## src/rtl/dual_dac_loader.sv

```systemverilog
module dual_dac_loader #(
  parameter int CODE_W     = 16,
  parameter int ADDR_W     = 4,
  parameter int DAC_BASE   = 4,
  parameter int RANGE_ADDR = 10
) (
  input  logic              clk,
  input  logic              rst_n,
  input  logic [ADDR_W-1:0] bus_addr,
  input  logic [15:0]       bus_wdata,
  input  logic              bus_we,
  input  logic              bus_word,
  input  logic              bus_re,
  input  logic              xfer_sync,
  output logic [CODE_W-1:0] dac0_code,
  output logic [CODE_W-1:0] dac1_code,
  output logic [1:0]        dac0_range,
  output logic [1:0]        dac1_range
);
  localparam int NCH = 2;

  logic [ADDR_W-1:0] off;
  logic              in_dac;
  logic              xfer_all;
  logic              rng_wr;
  logic [15:0]       stg    [NCH];
  logic [CODE_W-1:0] code_q [NCH];
  logic [1:0]        rng_q  [NCH];

  assign off      = bus_addr - ADDR_W'(DAC_BASE);
  assign in_dac   = (bus_addr >= ADDR_W'(DAC_BASE)) &&
                    (bus_addr <  ADDR_W'(DAC_BASE + 2*NCH));
  assign xfer_all = bus_re && in_dac && xfer_sync;
  assign rng_wr   = bus_we && (bus_addr == ADDR_W'(RANGE_ADDR));

  for (genvar c = 0; c < NCH; c++) begin : g_ch
    logic        sel;
    logic        lo_wr;
    logic        hi_wr;
    logic        wd_wr;
    logic        load;
    logic [15:0] nxt;

    assign sel   = in_dac && (off[1] == 1'(c));
    assign lo_wr = bus_we && sel && !off[0] && !bus_word;
    assign hi_wr = bus_we && sel &&  off[0] && !bus_word;
    assign wd_wr = bus_we && sel && !off[0] &&  bus_word;
    assign load  = (!xfer_sync && (hi_wr || wd_wr)) || xfer_all;

    always_comb begin
      nxt = stg[c];
      if (lo_wr) nxt[7:0]  = bus_wdata[7:0];
      if (hi_wr) nxt[15:8] = bus_wdata[7:0];
      if (wd_wr) nxt       = bus_wdata;
    end

    always_ff @(posedge clk) begin
      if (!rst_n) begin
        stg[c]    <= '0;
        code_q[c] <= '0;
        rng_q[c]  <= '0;
      end else begin
        stg[c] <= nxt;
        if (load)   code_q[c] <= nxt[15 -: CODE_W];
        if (rng_wr) rng_q[c]  <= bus_wdata[4 + 2*c +: 2];
      end
    end
  end

  assign dac0_code  = code_q[0];
  assign dac1_code  = code_q[1];
  assign dac0_range = rng_q[0];
  assign dac1_range = rng_q[1];
endmodule


```

## config.mk

```make
export PLATFORM = sky130hd
export DESIGN_NAME = dual_dac_loader
export DESIGN_NICKNAME = d
export VERILOG_FILES = /design/src/rtl/dual_dac_loader.sv
export SDC_FILE = /design/constraint.sdc
export NUM_CORES = 1
export LEC_CHECK = 0
export ABC_CLOCK_PERIOD_IN_PS = 3600
export BUFFER_PORTS_ARGS = -buffer_cell sky130_fd_sc_hd__buf_2
export CORE_UTILIZATION = 55
export CTS_CLUSTER_DIAMETER = 120
export DETAILED_ROUTE_END_ITERATION = 6
export GPL_TIMING_DRIVEN = 0
export PLACE_DENSITY = 0.79
export SYNTH_ARGS = -nofsm -noshare
export SYNTH_HDL_FRONTEND = slang
export SYNTH_SLANG_ARGS = --single-unit
```

## constraint.sdc

```tcl
create_clock -name clk -period 3.6 [get_ports clk]
set_input_delay 0.36 -clock clk [delete_from_list [all_inputs] [get_ports clk]]
set_output_delay 0.36 -clock clk [all_outputs]
set_load 0.02 [all_outputs]
```

==> metrics <==
status complete, no violations; mean post-synth cell area between 10 and 15 sq um; Setup crit end kind flop; critical hold path startpoint rst_n; RSZ-0062 raised after global routing no; Util after Layout about 67%; Slew HR a little over half; total grt overflow 0; Net Sw Frac about a quarter; Vias/cell roughly 6.1; top cells by count, synth 36 x edfxtp_1, 32 x dfxtp_1, 23 x a21boi_0; clock-pin slew on the worst setup and hold paths approximately 0.070 ns; fin nets 375; Area growth syn-to-layout 17.31%; Synth async-reset ratio 0%; Yosys warnings 0; setup violators final 0; Setup CP Type input pin to flop; H-tree depth 3; fmax between 0.5 and 0.6 GHz; ys flop type edfxtp_1; crit-path cells buf_2, and4bb_2, buf_6, buf_8, a21o_1; die area 6483 sq um; critical path's slowest cell a21o_1; placed instance count just over 400; Post-synth EDFFs 36; Internal approximately 1.2 mW; peak per-stage delay on the critical path 0.58 ns; register area share after synthesis between 50% and 60%; num ports 62; vias in the first global route around 2.5k; Bufs on Longest Clock Path 2; FF-to-FF Start stg[1][12]; Final Hold Fails 0; Worst Max-Slew Pin Slew around 0.7 ns; root buf cell clkbuf_8; delay-heaviest family, CP compound AO/OA/AOI/OAI gates; DRC viols 0; CTS Sinks between 60 and 70; overall global routing resource usage a little over a quarter; cts repair resizes 0; min Tclk post-route 1.724 ns; worst skew pair latency roughly 0.35 ns; Synth Register Bits a little under 70; Routed WL per cell around 19 um; GPL Wtd Cong a little under 0.9; logic gate share of total power 11.6%; initial antenna violation count 0; DP HPWL between 5000 and 6000 um; Psw ~0.42 mW; IO buf count 60; Synth area leaders edfxtp_1 32%, dfxtp_1 19%, a211oi_2 7.4%; Critical path origin bus_addr[3]; mapped cell area around 3400 sq um; DRT Pass-1 Iters 4; Initial Util 57.27%; LEAKAGE ~1.5 nW; # hold bufs at CTS 0; Worst Setup Start Kind input pin; Crit path required time 3.58 ns; Core ar. between 5000 and 6000 sq um; Pwr Density around 420 nW/um^2; final slew viol count 0; Reg power frac around half; 1st-iter DRT viols 240; Setup TNS 0 ns; most common cell in the netlist edfxtp_1; final wirelength between 8000 and 9000 um; CTS tree yes; Die X between 80 and 90 um; Die Span Y approximately 81 um; Hold Path Class input pin to flop; row count 28; part of the cycle the worst path needs between 40% and 50%; Layout Skew slightly below 0.008 ns; first-pass GRT wire length around 12000 um; Post-Syn Nets about 300; DR vias ~2.6k; Fin Hold WS 0.3502 ns; Crit path buffers/inverters 3; Synth top area share between 30% and 40%; Clock Power Share a little under two fifths; Cells after Synth between 200 and 300; antenna cells 0; Setup Buffers After CTS 0; Worst EP arrival roughly 1.7 ns; Netlist cell types 31; Reg2Reg Setup Slack 2.40 ns; CTS Buf Count 9; CP max FO 16; largest area contributor in the netlist edfxtp_1; Cell Count, Final, Fillers Out around 430; remaining antenna violation count 0; layout cell share with drive strength beyond 1 roughly a third; maxcap violations 0; pin count of the biggest net entering global routing 17; Peak VDD IR about 0.41 mV
power groups by stage:
stage	logic (mW)	registers [mW]	clock network, mW
final	0.193	0.854	0.617
after global routing	0.207	0.856	0.654
after CTS	0.192	0.854	0.627
after detailed placement	0.192	0.871	0
after global placement	0.188	0.869	0
after floorplan	0.0946	0.898	0
layout make-up:
class	instances	area, sq um
plain buffers	26	162.7
fillers	461	1943
clock buffers	11	141.4
multi-input cells	182	1499
flip-flops and latches	68	1722
inverters	2	7.507
well taps	75	93.84
repair buffers	60	300.3
clock inverters	5	51.30
path summary, 6_finish.rpt:
check,end,cells past startpoint
hold / removal,stg[1][1],2
setup reg to reg,code_q[1][12],3
setup / recovery,code_q[0][13],5
hold reg to reg,stg[0][0],2
flip-flops by register name, summed over array words and instances, names as in the netlist:
name,flops
code_q,32
stg,32
rng_q,4
stage by stage:
step,setup WS (ns),instance area [sq um],total power [mW]
detailed placement,1.518,3785,1.063
global route,1.797,3978,1.718
global placement,1.562,3785,1.057
floorplan,1.898,3391,0.9928
finish,1.876,3978,1.664
CTS,1.873,3978,1.673
cells by family (layout without fill, tap and decap cells):
kind of cell	count (synthesis)	count (layout)	share of synthesized area [%]
AOI/OAI and AO/OA	102	102	26.13
xor gates and xnor gates	1	1	0.4798
buffers and inverters	28	104	5.018
DFF	68	68	50.77
muxes	16	16	4.723
and+or+nand+nor	63	63	12.88
cells in the final DEF, fill, tap and decap left out, drive strengths merged:
master,n
a211oi,32
clkinv,3
edfxtp,36
mux2i,16
a221oi,16
and2,5
nand3,16
bufinv,1
a21boi,32
and4b,1
o21ai,17
and3,17
clkbuf,22
nor4bb,1
nand2,2
a21oi,2
and4bb,2
and3b,17
clkinvlp,1
a21bo,1
xor2,1
buf,75
nand4bb,1
a21o,2
inv,2
nor2,1
dfxtp,32
worst reg2reg max path, delay by kind of cell (launching register included):
kind | cells | cell delay, ns
simple gates | 1 | 0.19
compound gates | 2 | 0.42
flops | 1 | 0.34
metal layers:
metal	vias to the layer above	track usage, %	part of all wire (%)
met3	26	6.136	7.1
met5	-	0	0
met4	0	11.61	3.1
met1	1240	33.16	41
met2	126	42.88	49
li1	1246	-	-
Note: power is estimated with default switching activity, not from simulation.
